<file path="src/rtl/rxpk_pkg.sv">
package rxpk_pkg;
  localparam int BeatBytes   = 8;
  localparam int LaneW       = $clog2(BeatBytes);
  localparam int DataW       = 8 * BeatBytes;
  localparam int ErrW        = 6;
  localparam int ErrUnderBit = 2;
  localparam int ErrOvfBit   = 5;

  // One buffered output beat.
  typedef struct packed {
    logic [DataW-1:0] data;
    logic             sop;
    logic             eop;
    logic [LaneW-1:0] empty;
    logic [ErrW-1:0]  err;
  } beat_t;

  // Strobes from control to datapath.
  typedef struct packed {
    logic             take;        // merge inByte into the assembly word
    logic             close;       // the assembled beat is complete this cycle
    logic [LaneW-1:0] lane;        // target lane of inByte
    logic             pushBeat;    // write the assembled beat
    logic             pushMarker;  // write a truncation marker beat
    logic             sop;
    logic             eop;
    logic [LaneW-1:0] empty;
    logic [ErrW-1:0]  err;
  } strobe_t;
endpackage

</file>
<file path="src/rtl/rxpk_ctrl.sv">
module rxpk_ctrl
  import rxpk_pkg::*;
#(
  parameter int MinFrame = 64
) (
  input  logic    clk,
  input  logic    rstN,
  input  logic    inValid,
  input  logic    inLast,
  input  logic    bufFull,
  output strobe_t stb
);
  localparam int CntW = $clog2(MinFrame + 1);
  localparam logic [LaneW-1:0] LastLane = LaneW'(BeatBytes - 1);

  logic [LaneW-1:0] lane;
  logic [CntW-1:0]  byteCnt;
  logic             wroteBeat;
  logic             markerPending;
  logic             markerSop;
  logic             discard;
  logic             dropping;

  always_comb begin
    dropping       = discard | markerPending;
    stb            = '0;
    stb.lane       = lane;
    stb.take       = inValid & ~dropping;
    stb.close      = stb.take & (inLast | (lane == LastLane));
    stb.pushBeat   = stb.close & ~bufFull;
    stb.pushMarker = markerPending & ~bufFull;
    if (markerPending) begin
      stb.sop            = markerSop;
      stb.eop            = 1'b1;
      stb.err[ErrOvfBit] = 1'b1;
    end else begin
      stb.sop = ~wroteBeat;
      stb.eop = inLast;
      if (inLast) begin
        stb.empty = LastLane - lane;
        if (byteCnt < CntW'(MinFrame - 1)) stb.err[ErrUnderBit] = 1'b1;
      end
    end
  end

  always_ff @(posedge clk) begin
    if (!rstN) begin
      lane          <= '0;
      byteCnt       <= '0;
      wroteBeat     <= 1'b0;
      markerPending <= 1'b0;
      markerSop     <= 1'b0;
      discard       <= 1'b0;
    end else begin
      if (stb.pushMarker) markerPending <= 1'b0;
      if (stb.take) begin
        if (stb.close && bufFull) begin
          markerPending <= 1'b1;
          markerSop     <= ~wroteBeat;
          wroteBeat     <= 1'b0;
          lane          <= '0;
          byteCnt       <= '0;
          discard       <= ~inLast;
        end else begin
          lane      <= stb.close ? '0 : lane + 1'b1;
          byteCnt   <= inLast ? '0 :
                       (byteCnt == CntW'(MinFrame)) ? byteCnt : byteCnt + 1'b1;
          if (inLast)            wroteBeat <= 1'b0;
          else if (stb.pushBeat) wroteBeat <= 1'b1;
        end
      end else if (inValid) begin
        discard <= ~inLast;
      end
    end
  end

  // A marker and a data beat never compete for the write port.
  AST_ONE_WRITE: assert property (@(posedge clk) disable iff (!rstN)
    !(stb.pushBeat && stb.pushMarker));

  // After a truncating drop, the following byte is never merged.
  AST_DROP_AFTER_OVF: assert property (@(posedge clk) disable iff (!rstN)
    (stb.close && bufFull) |=> !(inValid && stb.take));

  // While a marker waits, no byte enters the assembly word.
  AST_PENDING_BLOCKS: assert property (@(posedge clk) disable iff (!rstN)
    markerPending |-> !stb.take);
endmodule

</file>
<file path="src/rtl/rxpk_datapath.sv">
module rxpk_datapath
  import rxpk_pkg::*;
#(
  parameter int Depth = 8
) (
  input  logic       clk,
  input  logic       rstN,
  input  strobe_t    stb,
  input  logic [7:0] inByte,
  input  logic       outReady,
  output logic       bufFull,
  output logic       outValid,
  output beat_t      outBeat
);
  localparam int PtrW = (Depth > 1) ? $clog2(Depth) : 1;
  localparam int CntW = $clog2(Depth + 1);

  logic [DataW-1:0] asmWord;
  logic [DataW-1:0] merged;
  beat_t            mem [Depth];
  beat_t            wrBeat;
  logic [PtrW-1:0]  wrPtr;
  logic [PtrW-1:0]  rdPtr;
  logic [CntW-1:0]  count;
  logic             push;
  logic             pop;

  for (genvar g = 0; g < BeatBytes; g++) begin : gLane
    localparam int Hi = DataW - 1 - 8 * g;
    assign merged[Hi -: 8] = (stb.take && stb.lane == LaneW'(g)) ? inByte : asmWord[Hi -: 8];
  end

  assign bufFull  = (count == CntW'(Depth));
  assign outValid = (count != '0);
  assign push     = stb.pushBeat | stb.pushMarker;
  assign pop      = outValid & outReady;

  always_comb begin
    wrBeat.data  = stb.pushMarker ? '0 : merged;
    wrBeat.sop   = stb.sop;
    wrBeat.eop   = stb.eop;
    wrBeat.empty = stb.empty;
    wrBeat.err   = stb.err;
    outBeat      = outValid ? mem[rdPtr] : '0;
  end

  always_ff @(posedge clk) begin
    if (!rstN) begin
      asmWord <= '0;
    end else if (stb.take) begin
      asmWord <= stb.close ? '0 : merged;
    end
  end

  always_ff @(posedge clk) begin
    if (push) mem[wrPtr] <= wrBeat;
  end

  always_ff @(posedge clk) begin
    if (!rstN) begin
      wrPtr <= '0;
      rdPtr <= '0;
      count <= '0;
    end else begin
      if (push) wrPtr <= (wrPtr == PtrW'(Depth - 1)) ? '0 : wrPtr + 1'b1;
      if (pop)  rdPtr <= (rdPtr == PtrW'(Depth - 1)) ? '0 : rdPtr + 1'b1;
      count <= count + CntW'(push) - CntW'(pop);
    end
  end

  AST_PUSH_HAS_ROOM: assert property (@(posedge clk) disable iff (!rstN)
    push |-> (count < CntW'(Depth)));

  AST_HOLD_STABLE: assert property (@(posedge clk) disable iff (!rstN)
    (outValid && !outReady) |=> (outValid && $stable(outBeat)));

  AST_ERR_ONLY_EOP: assert property (@(posedge clk) disable iff (!rstN)
    (outValid && !outBeat.eop) |-> (outBeat.err == '0 && outBeat.empty == '0));

  AST_SPARE_ERR_BITS: assert property (@(posedge clk) disable iff (!rstN)
    outValid |-> (outBeat.err[4:3] == 2'b00 && outBeat.err[1:0] == 2'b00));
endmodule

</file>
<file path="src/rtl/rx_frame_packer.sv">
module rx_frame_packer
  import rxpk_pkg::*;
#(
  parameter int MinFrame = 64,
  parameter int Depth    = 8
) (
  input  logic             clk,
  input  logic             rstN,
  input  logic             inValid,
  input  logic [7:0]       inByte,
  input  logic             inLast,
  input  logic             outReady,
  output logic             outValid,
  output logic [DataW-1:0] outData,
  output logic             outSop,
  output logic             outEop,
  output logic [LaneW-1:0] outEmpty,
  output logic [ErrW-1:0]  outError
);
  strobe_t stb;
  logic    bufFull;
  beat_t   outBeat;

  rxpk_ctrl #(.MinFrame(MinFrame)) u_ctrl (
    .clk     (clk),
    .rstN    (rstN),
    .inValid (inValid),
    .inLast  (inLast),
    .bufFull (bufFull),
    .stb     (stb)
  );

  rxpk_datapath #(.Depth(Depth)) u_dp (
    .clk      (clk),
    .rstN     (rstN),
    .stb      (stb),
    .inByte   (inByte),
    .outReady (outReady),
    .bufFull  (bufFull),
    .outValid (outValid),
    .outBeat  (outBeat)
  );

  assign outData  = outBeat.data;
  assign outSop   = outBeat.sop;
  assign outEop   = outBeat.eop;
  assign outEmpty = outBeat.empty;
  assign outError = outBeat.err;
endmodule

</file>
<file path="config.mk">
export PLATFORM = sky130hd
export DESIGN_NAME = rx_frame_packer
export DESIGN_NICKNAME = d
export VERILOG_FILES = /design/src/rtl/rxpk_pkg.sv /design/src/rtl/rxpk_ctrl.sv /design/src/rtl/rxpk_datapath.sv /design/src/rtl/rx_frame_packer.sv
export SDC_FILE = /design/constraint.sdc
export NUM_CORES = 1
export LEC_CHECK = 0
export BUFFER_PORTS_ARGS = -buffer_cell sky130_fd_sc_hd__buf_2
export CAP_MARGIN = 20
export CORE_MARGIN = 8
export CORE_UTILIZATION = 62
export DETAILED_ROUTE_END_ITERATION = 8
export GPL_TIMING_DRIVEN = 1
export PLACE_DENSITY = 0.78
export SETUP_SLACK_MARGIN = 0.2
export SYNTH_ARGS = -nofsm -noshare
export SYNTH_HDL_FRONTEND = slang
export SYNTH_SLANG_ARGS = --single-unit
</file>
<file path="constraint.sdc">
create_clock -name clk -period 10.3 [get_ports clk]
set_input_delay 0.515 -clock clk [delete_from_list [all_inputs] [get_ports clk]]
set_output_delay 0.515 -clock clk [all_outputs]
set_load 0.05 [all_outputs]
</file>
# Yosys cells after proc, flatten, opt, wreduce, memory -nomap -nowiden
# Memory sizes are Yosys's and may differ from the RTL's. A register that Yosys moved wholly into a read port is not among the register bits.
# Index checks and enable logic that the tools add are counted.
word_totals:
  ff_bits: 88
  ram_bits: 568
  inputBits: 13
  out_inout_bits: 76
  wordCells: 99
  n_memories: 1
op_classes:
  add_sub_neg: 7
  n_lt_le_gt_ge: 1
  n_eq_ne: 13
  mux: 38
  n_bitwise: 12
  reduce_logical: 17
memory_table:
  columns: ["memory", "depth", "word_bits", "read_ports", "rd_clocked_by_memory_dff", "write_ports", "line", "text"]
  rows:
  - ["u_dp.mem", 8, 71, 1, 1, 1, "rxpk_datapath.sv:20", "beat_t mem [Depth];"]
op_table:
  columns: ["op", "n"]
  rows:
  - ["64-bit 2-to-1 mux", 2]
  - ["75-bit 2-to-1 mux", 1]
  - ["8-bit 2-to-1 mux", 8]
  - ["3-bit 2-to-1 mux", 8]
  - ["7-bit 2-to-1 mux", 3]
  - ["3-bit equality test (second input constant)", 6]
  - ["1-bit 2-to-1 mux", 15]
  - ["3-bit by 1-bit adder with 3-bit output (second input constant)", 3]
  - ["1-bit logical AND", 9]
  - ["2-bit AND reduction", 4]
  - ["7-bit by 1-bit adder with 7-bit output (second input constant)", 1]
  - ["7-bit equality test (second input constant)", 1]
  - ["7-bit by 6-bit less-than comparator with 1-bit output (second input constant)", 1]
  - ["3-bit by 2-bit equality test with 1-bit output (second input constant)", 2]
  - ["1-bit AND", 5]
  - ["4-bit by 1-bit adder with 4-bit output", 1]
  - ["4-bit equality test (second input constant)", 1]
  - ["1-bit NOT", 4]
  - ["4-bit nonzero test", 1]
  - ["4-bit by 1-bit subtractor with 4-bit output", 1]
  - ["3-bit by 1-bit equality test with 1-bit output (second input constant)", 1]
  - ["3-bit zero test", 1]
  - ["3-bit by 2-bit inequality test with 1-bit output (second input constant)", 1]
  - ["1-bit OR", 3]
  - ["other kinds (5)", 5]

# Longest topological paths before layout
logic_depth:
  ltp_word: 8
  mapped_depth: 13
  depth_no_buf: 12

# Modules after synthesis
# A second synthesis with hierarchy kept.
unflattened:
  hier_cells: 1566
  hier_area_um2: 27372.5
modules_own_cells:
  columns: ["mod", "n_inst", "cells_each", "area_per_inst_um2", "seq_area_each_um2"]
  rows:
  - ["rxpk_datapath", 1, 1465, 26555.5, 19558.8]
  - ["rxpk_ctrl", 1, 101, 817.0, 280.3]

# Worst setup path after synthesis
# OpenSTA, ideal clock, no wires.
synth_timing:
  path_type: "register -> register"
  startpoint: "reg u_ctrl.lane[0]"
  endpoint: "mem u_dp.mem[0][0] in the netlist's numbering, enable pin"
  setup_time_ps: 675
  t_arrival_ps: 7966
  required_time_ps: 9625
  slack_ps: 1659
  path_stages_with_launch: 7
  path_buffers: 0
  synth_period_minus_slack_ps: 8641
  cell_sequence: "dfxtp_1 ha_1 ha_1 nor2_1 o21bai_1 nand2_1 nor4_1"
synth_via:
  elab_chain_cells: 7
synth_lines:
  columns: ["item", "line", "text"]
  rows:
  - ["start, declared", "rxpk_ctrl.sv:16", "logic [LaneW-1:0] lane;"]
  - ["start signal, assigned", "rxpk_ctrl.sv:65", "lane <= stb.close ? '0 : lane + 1'b1;"]
  - ["3-bit equality test", "rxpk_ctrl.sv:29", "stb.close = stb.take & (inLast | (lane == LastLane));"]
  - ["1-bit OR", "rxpk_ctrl.sv:29", null]
  - ["1-bit AND", "rxpk_ctrl.sv:29", null]
  - ["1-bit AND", "rxpk_ctrl.sv:30", "stb.pushBeat = stb.close & ~bufFull;"]
  - ["1-bit OR", "rxpk_datapath.sv:35", "assign push = stb.pushBeat | stb.pushMarker;"]
  - ["1-bit 2-to-1 mux", "rxpk_datapath.sv:56", "if (push) mem[wrPtr] <= wrBeat;"]
  - ["1-bit 2-to-1 mux (implied by the code)", "rxpk_datapath.sv:56", null]
  - ["end, declared", "rxpk_datapath.sv:20", null]
# No other way between the ends.

==> flow_metrics.env <==
export IMPL_status="finished, final reports clean"
export IMPL_fin_crit_ns=4.319
export IMPL_fin_area_um2=29140
export IMPL_start_util=0.6278
export IMPL_fp_dieH_um=221.9
export IMPL_antenna_cells=0
export IMPL_cts_setup_buffers=0
export IMPL_ys_flop_type="edfxtp_1"
export IMPL_setup_tns_ns=0
export IMPL_grt_pass1_vias=13940
export IMPL_critPathLaunchType="register"
export IMPL_viasPerCell=6.386
export IMPL_clock_path_buffers=3
export IMPL_grt_pass1_wl_um=83370
export IMPL_leakage_uw=0.009795
export IMPL_drc=0
export IMPL_synthXorXnorAreaFrac=0.0006666
export IMPL_critPathRequiredTime_ns=9.79
export IMPL_hold_start="inValid"
export IMPL_synth_compound_area_frac=0.02852
export IMPL_core_area_um2=41850
export IMPL_finClkSkew_ns=0.01137
export IMPL_layout_worst_path_cycle_share=0.4193
export IMPL_synthSimpleGateAreaFrac=0.05371
export IMPL_reg2reg_from="u_ctrl.lane[1]"
export IMPL_drive_gt1_frac=0.2326
export IMPL_p_per_area_nw_per_um2=232.9
export IMPL_cp_end_kind="output port"
export IMPL_ys_ff_latch=659
export IMPL_syn_to_final_growth_pct=10.91
export IMPL_fin_cells=2160
export IMPL_fmax_mhz=231.5
export IMPL_yosysUniqueCellTypes=59
export IMPL_antenna_found_initial=1
export IMPL_yosys_area_share_adder=0.009333
export IMPL_rsz0062_at_grt="false"
export IMPL_root_buffer="clkbuf_16"
export IMPL_syn_inst=1488
export IMPL_track_usage=0.2202
export IMPL_cts_buffers=59
export IMPL_synth_mux_area_fraction=0.1682
export IMPL_nNetsFinal=1602
export IMPL_finalWeightedCongestion=0.8244
export IMPL_wl_per_cell_um=25.31
export IMPL_ys_seq_area_frac=0.7184
export IMPL_worst_skew_pair_late_latency_ns=0.61
export IMPL_synth_edff_count=568
export IMPL_ant_nets=0
export IMPL_synth_top_family_by_area="multiplexers"
export IMPL_tightestPinTransition_ns=1.146
export IMPL_worstPathMaxFanout=73
export IMPL_syn_area_per_cell_um2=17.66
export IMPL_vias=13790
export IMPL_ctsHtreeMaxLevel=2
export IMPL_slew_viol_final=0
export IMPL_cts_sinks=659
export IMPL_async_flop_share=0
export IMPL_finalSetupViolations=0
export IMPL_relSlewSlack=0.2361
export IMPL_worstPathArrival_ns=3.80
export IMPL_clk_pin_slew_ns=0.06
export IMPL_die_w_um=221.9
export IMPL_place_hpwl_um=30050
export IMPL_vdd_drop_max_mv=0.1482
export IMPL_yosysWarnings=0
export IMPL_finalWirelength_um=54670
export IMPL_num_rows=75
export IMPL_dr_pass1_iters=5
export IMPL_design_die_area_um2=49220
export IMPL_min_path_type="in -> reg"
export IMPL_drtIter0Drc=1461
export IMPL_dpl_cell_count=2047
export IMPL_top_level_ports=89
export IMPL_holdWs_ns=0.1927
export IMPL_postCtsHoldBufs=0
export IMPL_grt_start_max_net_pins=85
export IMPL_placement_io_buffers=84
export IMPL_crit_type="reg -> out"
export IMPL_syn_area_um2=26280
export IMPL_cts_tree="yes"
export IMPL_postLayoutCoreUtil=0.6963
export IMPL_maxCapViolCount=0
export IMPL_grt_overflow_total=0
export IMPL_place_area_um2=27170
export IMPL_finalHoldViolations=0
export IMPL_cts_resized=0
## state kept, by name, summed over array words and instances, names as in the netlist, named ones only
register	count
u_dp.rdPtr	3
u_ctrl.discard	1
u_ctrl.wroteBeat	1
u_ctrl.lane	3
u_ctrl.markerPending	1
u_ctrl.byteCnt	7
u_dp.wrPtr	3
u_dp.count	4
u_ctrl.markerSop	1
u_dp.mem	568
u_dp.asmWord	64
## cell usage in the layout (no fill, tap or decap), types with 4 or more instances in the layout
master	netlist	layout
buf_4	7	27
or4_1	4	4
o22ai_2	8	8
nor3_2	0	4
buf_2	23	84
and3_1	8	8
dfxtp_1	91	88
nand2b_1	9	9
a21oi_1	26	26
nand2_1	115	115
ha_1	18	18
clkbuf_1	35	11
clkbuf_16	0	60
nand3_1	10	10
o22ai_1	50	50
clkinv_2	0	8
edfxtp_1	568	568
mux4_2	142	142
clkinv_1	1	14
nand2_2	4	4
conb_1	1	4
inv_1	15	15
mux2i_1	122	122
bufinv_16	0	5
o21ai_0	7	7
nor2_1	137	134
clkbuf_8	0	9
o21a_1	4	4
## path summary, 6_finish.rpt
check | endpoint | slack, ns | cells after the start
worst max-delay path | outData[39] | 5.98 | 5
worst min-delay path | u_ctrl.discard | 0.19 | 2
worst max register to register | u_dp.mem[3][65] | 6.81 | 8
worst min register to register | u_dp.asmWord[45] | 0.46 | 2
## report_power, final
group / internal, µW / switching, µW
Clock: 1260 / 925
Sequential: 2960 / 73.4
Combinational: 483 / 1090
## Yosys cell counts (2+ instances only)
cell | n | area, µm²
ha_1 | 18 | 225.2
inv_1 | 15 | 56.30
mux2i_1 | 122 | 1221
nand4b_1 | 3 | 26.28
nand2_2 | 4 | 25.02
o22ai_2 | 8 | 100.1
or2_2 | 3 | 18.77
dfxtp_1 | 91 | 1822
o21a_1 | 4 | 30.03
o22ai_1 | 50 | 312.8
mux4_2 | 142 | 3198
buf_6 | 11 | 123.9
clkbuf_1 | 35 | 131.4
nor3_1 | 6 | 30.03
nor3b_1 | 2 | 15.01
or4_1 | 4 | 30.03
a21oi_2 | 2 | 17.52
and2_1 | 3 | 18.77
nand2b_1 | 9 | 56.30
nand3_1 | 10 | 50.05
and3_1 | 8 | 50.05
a21o_1 | 3 | 22.52
or3_1 | 2 | 12.51
a21oi_1 | 26 | 130.1
o21ai_0 | 7 | 35.03
edfxtp_1 | 568 | 17060
nor3b_2 | 2 | 25.02
and4b_1 | 3 | 30.03
buf_1 | 17 | 63.81
buf_2 | 23 | 115.1
a31oi_1 | 3 | 18.77
nand2_1 | 115 | 431.7
buf_4 | 7 | 52.55
nor2_1 | 137 | 514.2
## metrics by stage
step                total power [µW]  setup slack, ns
floorplan                       4328            1.659
global placement                4656            6.216
detailed placement              4675            6.188
CTS                             6834            5.526
global route                    7019            5.656
finish                          6788            5.981
## critical path: stages, from the launching register on
cell	delay, ns
dfxtp_4	1.09
buf_4	0.93
mux4_2	0.41
mux2i_1	0.31
nor2_1	0.10
buf_2	0.24
## routing by layer
layer	share of wire	track usage	wire, µm	vias up
met3	0.072	0.03439	3943	92
met5	0.00024	0	13	-
met1	0.42	0.3088	22750	7117
met4	0.023	0.06714	1265	2
met2	0.49	0.3573	26700	594
li1	-	-	-	5989
## area by class of cell
| class | count | area, µm² |
|---|---|---|
| Multi-Input combinational cell | 722 | 6919 |
| Inverter | 16 | 60.06 |
| Clock buffer | 81 | 1672 |
| Sequential cell | 659 | 18890 |
| Clock inverter | 31 | 277.8 |
| Fill cell | 2600 | 12710 |
| Timing Repair Buffer | 112 | 650.6 |
| Tap cell | 539 | 674.4 |
## logic make-up (layout without fill, tap and decap cells)
family                   after synthesis  after routing
flip-flops                           659            659
buffers and inverters                110            240
other                                  1              4
AND/OR/NAND/NOR                      321            321
AO/OA/AOI/OAI                        112            112
adder cells (fa/ha/maj)               19             19
XOR/XNOR                               2              2
multiplexers                         264            264
Power figures use the tool's default switching activity.
